### src/rtl/arith_pkg.sv
`timescale 1ns/1ps
package arith_pkg;
  localparam int unsigned WORD_W = 32;
  localparam int unsigned BYTE_W = 8;
  localparam int unsigned HALF_W = 16;
  localparam int unsigned SEL_W  = 3;
  localparam int unsigned OPC_W  = 4;

  typedef enum logic [OPC_W-1:0] {
    OP_ADD = 4'd0,
    OP_ADC = 4'd1,
    OP_SUB = 4'd2,
    OP_SUC = 4'd3,
    OP_RSB = 4'd4,
    OP_RSC = 4'd5
  } arith_op_e;

  typedef enum logic [SEL_W-1:0] {
    FS_B0 = 3'd0,
    FS_B1 = 3'd1,
    FS_B2 = 3'd2,
    FS_B3 = 3'd3,
    FS_H0 = 3'd4,
    FS_H1 = 3'd5,
    FS_W  = 3'd6
  } field_sel_e;

  function automatic logic [4:0] fs_offset(input logic [SEL_W-1:0] sel);
    case (sel)
      3'd1:    fs_offset = 5'd8;
      3'd2:    fs_offset = 5'd16;
      3'd3:    fs_offset = 5'd24;
      3'd5:    fs_offset = 5'd16;
      default: fs_offset = 5'd0;
    endcase
  endfunction

  function automatic logic [WORD_W-1:0] fs_mask(input logic [SEL_W-1:0] sel);
    case (sel)
      3'd0, 3'd1, 3'd2, 3'd3: fs_mask = WORD_W'((1 << BYTE_W) - 1);
      3'd4, 3'd5:             fs_mask = WORD_W'((1 << HALF_W) - 1);
      default:                fs_mask = '1;
    endcase
  endfunction
endpackage

### src/rtl/arith_field_get.sv
`timescale 1ns/1ps
module arith_field_get
  import arith_pkg::*;
(
  input  logic [WORD_W-1:0] reg_val,
  input  logic [SEL_W-1:0]  sel,
  output logic [WORD_W-1:0] field_val
);
  always_comb begin
    field_val = (reg_val >> fs_offset(sel)) & fs_mask(sel);
  end
endmodule

### src/rtl/arith_addsub.sv
`timescale 1ns/1ps
module arith_addsub
  import arith_pkg::*;
(
  input  logic [OPC_W-1:0]  op_code,
  input  logic [WORD_W-1:0] opnd_a,
  input  logic [WORD_W-1:0] opnd_b,
  input  logic [SEL_W-1:0]  sel_d,
  input  logic              flag_in,
  output logic [WORD_W-1:0] result,
  output logic              flag_out,
  output logic              is_arith
);
  logic [WORD_W-1:0] wmask, x_op, y_op, y_eff;
  logic [WORD_W:0]   sum;
  logic              swap_ops, is_sub, take_flag, cin;

  always_comb begin
    wmask     = fs_mask(sel_d);
    is_arith  = (op_code <= OP_RSC);
    swap_ops  = (op_code == OP_RSB) || (op_code == OP_RSC);
    is_sub    = (op_code == OP_SUB) || (op_code == OP_SUC) || swap_ops;
    take_flag = (op_code == OP_ADC) || (op_code == OP_SUC) || (op_code == OP_RSC);
    x_op      = (swap_ops ? opnd_b : opnd_a) & wmask;
    y_op      = (swap_ops ? opnd_a : opnd_b) & wmask;
    y_eff     = is_sub ? (~y_op & wmask) : y_op;
    cin       = take_flag ? flag_in : is_sub;
    sum       = {1'b0, x_op} + {1'b0, y_eff} + {{WORD_W{1'b0}}, cin};
    result    = sum[WORD_W-1:0] & wmask;
    case (sel_d)
      3'd0, 3'd1, 3'd2, 3'd3: flag_out = sum[BYTE_W];
      3'd4, 3'd5:             flag_out = sum[HALF_W];
      default:                flag_out = sum[WORD_W];
    endcase
  end
endmodule

### src/rtl/arith_field_put.sv
`timescale 1ns/1ps
module arith_field_put
  import arith_pkg::*;
(
  input  logic [WORD_W-1:0] reg_old,
  input  logic [WORD_W-1:0] field_val,
  input  logic [SEL_W-1:0]  sel,
  output logic [WORD_W-1:0] reg_new
);
  logic [WORD_W-1:0] place_mask;
  always_comb begin
    place_mask = fs_mask(sel) << fs_offset(sel);
    reg_new    = (reg_old & ~place_mask) | ((field_val & fs_mask(sel)) << fs_offset(sel));
  end
endmodule

### src/rtl/arith_carry_unit.sv
`timescale 1ns/1ps
module arith_carry_unit
  import arith_pkg::*;
#(
  parameter int unsigned IMM_W = 8
) (
  input  logic              clk,
  input  logic              rst_n,
  input  logic              op_valid,
  input  logic [OPC_W-1:0]  op_code,
  input  logic [WORD_W-1:0] src_a,
  input  logic [SEL_W-1:0]  sel_a,
  input  logic [WORD_W-1:0] src_b,
  input  logic [SEL_W-1:0]  sel_b,
  input  logic              use_imm,
  input  logic [IMM_W-1:0]  imm_val,
  input  logic [SEL_W-1:0]  sel_d,
  input  logic [WORD_W-1:0] dst_old,
  output logic [WORD_W-1:0] dst_new,
  output logic              carry_flag
);
  localparam int unsigned IMM_PAD = WORD_W - IMM_W;

  logic [WORD_W-1:0] fld_a, fld_b, opnd_b, core_res, merged;
  logic              core_flag, core_arith, flag_en, flag_d;

  arith_field_get u_get_a (.reg_val(src_a), .sel(sel_a), .field_val(fld_a));
  arith_field_get u_get_b (.reg_val(src_b), .sel(sel_b), .field_val(fld_b));

  always_comb begin
    opnd_b = use_imm ? {{IMM_PAD{1'b0}}, imm_val} : fld_b;
  end

  arith_addsub u_core (
    .op_code (op_code),
    .opnd_a  (fld_a),
    .opnd_b  (opnd_b),
    .sel_d   (sel_d),
    .flag_in (carry_flag),
    .result  (core_res),
    .flag_out(core_flag),
    .is_arith(core_arith)
  );

  arith_field_put u_put (
    .reg_old  (dst_old),
    .field_val(core_res),
    .sel      (sel_d),
    .reg_new  (merged)
  );

  // next-state and write enable
  always_comb begin
    flag_en = op_valid && core_arith;
    flag_d  = flag_en ? core_flag : carry_flag;
    dst_new = flag_en ? merged : dst_old;
  end

  // carry register
  always_ff @(posedge clk or negedge rst_n) begin
    if (!rst_n) carry_flag <= 1'b0;
    else if (flag_en) carry_flag <= flag_d;
  end

  // flag holds when nothing arithmetic is presented
  assert_carry_hold_R9: assert property (@(posedge clk) disable iff (!rst_n)
    !(op_valid && (op_code <= OP_RSC)) |=> carry_flag == $past(carry_flag));

  // adding a zero register never carries
  assert_add_zero_R2: assert property (@(posedge clk) disable iff (!rst_n)
    (op_valid && op_code == OP_ADD && !use_imm && src_b == '0) |=> !carry_flag);

  // subtracting a zero register never borrows
  assert_sub_zero_R4: assert property (@(posedge clk) disable iff (!rst_n)
    (op_valid && op_code == OP_SUB && !use_imm && src_b == '0) |=> carry_flag);

  // reverse subtract with a zero first source never borrows
  assert_rsb_zero_R6: assert property (@(posedge clk) disable iff (!rst_n)
    (op_valid && op_code == OP_RSB && src_a == '0) |=> carry_flag);

  // a byte-0 write keeps the upper bytes
  assert_keep_bits_R8: assert property (@(posedge clk) disable iff (!rst_n)
    (op_valid && sel_d == FS_B0) |-> dst_new[WORD_W-1:BYTE_W] == dst_old[WORD_W-1:BYTE_W]);
endmodule

### config.mk
export PLATFORM = sky130hd
export DESIGN_NAME = arith_carry_unit
export DESIGN_NICKNAME = d
export VERILOG_FILES = /design/src/rtl/arith_pkg.sv /design/src/rtl/arith_field_get.sv /design/src/rtl/arith_addsub.sv /design/src/rtl/arith_field_put.sv /design/src/rtl/arith_carry_unit.sv
export SDC_FILE = /design/constraint.sdc
export NUM_CORES = 1
export LEC_CHECK = 0
export BUFFER_PORTS_ARGS = -buffer_cell sky130_fd_sc_hd__buf_2
export CAP_MARGIN = 0
export CORE_ASPECT_RATIO = 1.25
export CORE_UTILIZATION = 32
export DETAILED_ROUTE_END_ITERATION = 16
export SLEW_MARGIN = 20
export SYNTH_ARGS = -nofsm -noshare
export SYNTH_HDL_FRONTEND = slang
export SYNTH_HIERARCHICAL = 1
export SYNTH_SLANG_ARGS = --single-unit
### constraint.sdc
create_clock -name clk -period 11 [get_ports clk]
set_clock_uncertainty 0.1 [all_clocks]
set_input_delay 0.55 -clock clk [delete_from_list [all_inputs] [get_ports clk]]
set_output_delay 0.55 -clock clk [all_outputs]
set_load 0.01 [all_outputs]
==> metrics.txt, run 1 <==
fillers=2131; critical path arrival=5.34 ns; Placement Cell Area=7010 um2; worst skew pair latency=0 ns; Total GRT Usage=0.194; core area=19300 um2; RSZ-0062 raised after global routing=no; Post-Syn Instances=904; Pre-Repair DR Iteration Count=6; final setup fails=0; Max Fanout on Critical Path=36; Fin Setup TNS=0 ns; Die ar.=20200 um2; FMAX=167 MHz; GP Congestion=0.940; clock-pin slew on the worst setup and hold paths=0 ns; placed insts=1250; max_cap viols=0; Starting DRT DRC Count=420; max FFs per register=1; post-synth cell types=65; Synth Register Bits=1; crit path kind=input pin to output pin; leakage=3.23 nW; Most used DFF post-synth=dfrtp_1; Tcrit/Tclk final=0.544; Area Overhead vs Synth=11.4%; die width=127 um; vias in the first global route=6190; Largest Register=carry_flag; FP Rows=57; fraction of layout cells with a size suffix above 1=0.245; first-pass GRT wire length=32200 um; Power Density=58.0 nW/um2; minimum clock period=5.99 ns; ANT nets after route=0; fin area=7010 um2; Avg Vias per Cell=5.37; DRC Markers=0; largest net degree at the start of global routing=56; WL/cell=16.5 um; CTS resizes=0; I/O Buffers=153; postcts setup bufs=0; HP Class=input pin to asynchronous set/reset pin; Post-synth EDFFs=0; crit path launch type=input pin; Antenna Cells=0; wirelength, routed=20600 um; DR vias=6708; outcome=finished clean; Final Hold Fails=0; post-synthesis cell area=6290 um2; max-slew violation count=0; Die H=159 um; syn_area_per_cell=6.96 um2; biggest regs=carry_flag: 1 flops; Worst Path Required=10.35 ns; Critical Path Sink Type=output pin; syn_nets=1058; hold buffers post-CTS=0; share of flip-flops with an asynchronous set or reset=1.00; initial core utilization=0.326; initial antenna violation count=0; number of top-level pins=154; maximum VDD drop=0.0000387 V; Seq/Total Area, Yosys=0.00398; total grt overflow=0; max_slew headroom=0.294; Yosys warnings=6; Nets=1141; DP Wirelength=17300 um; worst-margin pin slew=1.06 ns; Non-Filler Instances=1250
-- through the flow --
step / utilization / hold WS (ns) / setup slack [ns] / total power, mW
3_3_place_gp: 0.363 / 0.224 / 5.03 / 0.405
6_report: 0.363 / 0.228 / 5.01 / 0.406
5_1_grt: 0.363 / 0.233 / 4.66 / 0.443
2_1_floorplan: - / 0.154 / 6.05 / 0.292
4_1_cts: 0.363 / 0.229 / 5.02 / 0.407
3_5_place_dp: 0.363 / 0.229 / 5.03 / 0.406
-- where the power goes --
part | total, mW | leakage, nW | switching (mW) | internal (mW)
combinational | 0.400 | 3.21 | 0.227 | 0.173
sequential | 0.00614 | 0.0129 | 0.000924 | 0.00521
clock | 0 | 0 | 0 | 0
total | 0.406 | 3.23 | 0.228 | 0.179
-- path summary, 6_finish.rpt --
kind	startpoint	slack [ns]	end	cells after the start
worst max-delay path	sel_b[1]	5.01	dst_new[28]	21
worst min-delay path	rst_n	0.23	carry_flag	1
worst max register to register	carry_flag	7.47	carry_flag	13
min in group clk	carry_flag	0.42	carry_flag	1
worst min register to register	carry_flag	0.42	carry_flag	1
max in group asynchronous	rst_n	10.49	carry_flag	1
-- synth_stat cells, types with 8 or more instances --
library cell,number,share of area
nand2_1,131,0.078
nor2_1,78,0.047
a21oi_1,59,0.047
mux2i_1,56,0.089
mux2_4,46,0.11
xor2_1,40,0.056
nor2b_1,39,0.039
and3_1,37,0.037
clkbuf_1,33,0.020
o21ai_0,33,0.026
o32ai_1,33,0.046
ha_1,31,0.062
nor3_1,22,0.017
buf_2,21,0.017
mux2_2,19,0.034
nand2b_1,16,0.016
xnor2_1,16,0.022
and2_1,15,0.015
a211oi_1,13,0.016
nand3_1,13,0.010
inv_1,12,0.0072
o211ai_1,11,0.013
a31oi_1,10,0.0099
and2b_1,10,0.012
nand4_1,9,0.0089
a32oi_1,8,0.011
and3b_1,8,0.011
-- critical path, stage by stage --
cell      delay, ns
buf_2          0.45
nand2b_1       0.30
o32ai_1        0.29
nor3_1         0.08
mux2_2         0.30
mux2i_1        0.17
xor2_1         0.21
fa_1           0.21
inv_1          0.05
fa_1           0.39
a21o_1         0.22
a21oi_1        0.25
o31a_4         0.22
o21ai_2        0.11
a41oi_2        0.31
mux2i_1        0.21
o311ai_0       0.23
a32oi_1        0.26
nand3_1        0.10
mux2_4         0.28
buf_2          0.14
-- cell families (layout without fill, tap and decap cells) --
family,Yosys count,after routing,share of synthesized area
mux,121,121,0.233
fa+ha+maj,34,34,0.0696
flops,1,1,0.00398
compound gates,213,213,0.236
buf+inv,88,169,0.0744
simple gates,391,391,0.306
xor+xnor,56,56,0.0779
-- cell type report --
cell class / count / area [um2] / share of cell area
Tap cell: 265 / 332 / 0.0473
Inverter: 12 / 45.0 / 0.00643
Timing Repair Buffer: 157 / 796 / 0.114
Multi-Input combinational cell: 815 / 5810 / 0.829
Sequential cell: 1 / 25.0 / 0.00357
-- layer usage --
layer	share of wire	track usage	vias to the layer above	wire (um)
met3	0.051	0.0145	44	1060
met1	0.46	0.262	2968	9530
met2	0.45	0.320	274	9220
met4	0.040	0.0687	0	831
met5	0	0	-	0
li1	-	-	3422	-
-- placed cells by master, fill, tap and decap left out, types with 31 or more instances in the layout --
master,synthesis,routed
a21oi_1,59,59
and3_1,37,37
buf_2,21,153
ha_1,31,31
mux2_4,46,46
mux2i_1,56,56
nand2_1,131,130
nor2_1,78,77
nor2b_1,39,39
o21ai_0,33,33
o32ai_1,33,33
xor2_1,40,40
Power figures use the tool's default switching activity.
==> run 2, diff against run 1 <==
- clock period: 11 -> 5.6 ns (I/O delays scaled with it)
==> run 2 against run 1 <==
Routed wire length fell by 0.35%. Sequential share of layout area barely moved. Flip-flop and latch count did not move. Die area did not move. First-iteration DRC count rose by 6.9%. Worst hold slack improved by 0.20 ns. Power rose by 97%. Cell area rose by 1.7%. Critical path depth did not move. Largest cell class unchanged. Largest power group unchanged.
==> metrics.txt, run 2 (synthesis results as in run 1) <==
outcome=finished clean; hold depth=1; postcts setup bufs=0 (unchanged); HP Class=flop to flop; clock-pin slew on the worst setup and hold paths=0 ns (unchanged); Antenna Cells=0 (unchanged); R2R setup slack=2.09 ns (-5.38 ns); combinational share of power=0.985 (about the same); max-slew violation count=0 (unchanged); core area=19300 um2 (unchanged); Crit Reg-Reg Endpoint=carry_flag; worst skew pair latency=0 ns (unchanged); Clk pwr share=0 (unchanged); switching share of total power=0.554 (-0.00663); Flop pwr share=0.015 (about the same); Starting DRT DRC Count=449 (+6.9%); Fin Setup TNS=0 ns (unchanged); minimum clock period=5.35 ns; fin area=7130 um2 (+1.7%); critical path arrival=4.97 ns (-0.37 ns); DP Wirelength=17300 um (+0.53%); Worst Path Required=5.22 ns (-5.13 ns); DRC Markers=0 (unchanged); ANT nets after route=0 (unchanged); final setup fails=0 (unchanged); RR Startpoint=carry_flag; Power Density=112 nW/um2 (+94%); vias in the first global route=6164 (-0.42%); FP Rows=57 (unchanged); initial antenna violation count=0 (unchanged); worst hold slack=0.423 ns (+0.196 ns); Nets=1151 (+0.88%); fraction of layout cells with a size suffix above 1=0.252 (+0.00759); Non-Filler Instances=1260 (+0.80%); leakage=3.29 nW (+2.0%); r2r worst-path depth=13 (unchanged); Largest Register=carry_flag; dpl ws=0.208 ns (-4.82 ns); switching power of the nets=0.444 mW (+95%); final core utilization=0.369 (+0.00634); Die ar.=20200 um2 (unchanged); Worst setup startpoint=sel_b[1]; max_cap viols=0 (unchanged); commonest non-fill, non-tap cell in the layout=buf_2; wirelength, routed=20600 um (-0.35%); Avg Vias per Cell=5.32 (-0.94%); Pwr Total=0.801 mW (+97%); GP Congestion=0.923 (-1.8%); RSZ-0062 raised after global routing=no; Pre-Repair DR Iteration Count=5 (-1); Total GRT Usage=0.192 (-0.00167); max FFs per register=1 (unchanged); crit path capture=dst_new[28]; Placement Cell Area=7110 um2 (+1.5%); Critical Path Sink Type=output pin; FMAX=187 MHz; WL/cell=16.3 um (-1.1%); total grt overflow=0 (unchanged); die width=127 um (unchanged); most frequent cells in the layout=buf_2 (151), nand2_1 (130), nor2_1 (77), a21oi_1 (59), mux2i_1 (56); DR vias=6698 (-0.15%); Final WS setup=0.248 ns (-4.77 ns); number of top-level pins=154 (unchanged); maximum VDD drop=0.0000789 V (+100%); internal power=0.357 mW (+100%); crit path launch type=input pin; Tcrit/Tclk final=0.956; initial core utilization=0.326 (unchanged); crit path kind=input pin to output pin; Die H=159 um (unchanged); max_slew headroom=0.322 (+0.0277); Max Fanout on Critical Path=28 (-22%); worst-margin pin slew=1.01 ns (-0.0426 ns); first-pass GRT wire length=31900 um (-1.0%); biggest regs=carry_flag: 1 flops; largest net degree at the start of global routing=49 (-13%); I/O Buffers=153 (unchanged); placed insts=1259 (+0.72%); Final Hold Fails=0 (unchanged); Area Overhead vs Synth=13.3%
run 2: cell count changes in the layout (fill, tap and decap cells not counted), sizes merged:
cell / previous run / this run
dlygate4sd3: 0 / 1
clkbuf: 0 / 2
buf: 157 / 164
run 2: critical path, cell delays in order:
cell and delay [ns]:
clkbuf_4 0.24, buf_4 0.22, o32ai_1 0.39, nor3_1 0.14, mux2_2 0.31, mux2i_1 0.20, xor2_1 0.23, fa_1 0.22
inv_1 0.06, fa_1 0.40, a21o_1 0.21, a21oi_1 0.29, o31a_4 0.22, o21ai_2 0.10, a41oi_2 0.29, mux2i_1 0.21
o311ai_0 0.22, a32oi_1 0.24, nand3_1 0.10, mux2_4 0.27, buf_2 0.14
run 2: final cells by class:
cell class,count,area (um2)
fillers,2093,12200
multi-input cells,815,5810
inverters,12,45.0
well taps,265,332
flip-flops and latches,1,25.0
repair buffers,167,916
run 2: worst min path at each step:
stage,startpoint,endpoint,slack (ns)
5_1_grt,carry_flag,carry_flag,0.46
3_3_place_gp,rst_n,carry_flag,-0.05
4_1_cts,carry_flag,carry_flag,0.43
3_5_place_dp,rst_n,carry_flag,-0.04
2_1_floorplan,rst_n,carry_flag,-0.12
6_report,carry_flag,carry_flag,0.42
run 2: repair_timing:
action,in CTS,in global routing
gates resized for setup,0,3
endpoints found under the hold margin,1,0
setup endpoints to repair,0,4
hold buffers,1,0
run 2: power groups by stage:
stage          Combinational, mW  Clock, mW  Sequential [mW]
3_3_place_gp               0.786          0           0.0122
5_1_grt                    0.863          0           0.0129
6_report                   0.789          0           0.0122
2_1_floorplan              0.561          0           0.0132
3_5_place_dp               0.788          0           0.0123
4_1_cts                    0.792          0           0.0124
run 2: routing by layer:
metal  wire, um  share of wire  track usage
met1       9470           0.46        0.261
met2       9350           0.45        0.326
met3       1110          0.054       0.0104
met4        629          0.031       0.0519
met5          0              0            0
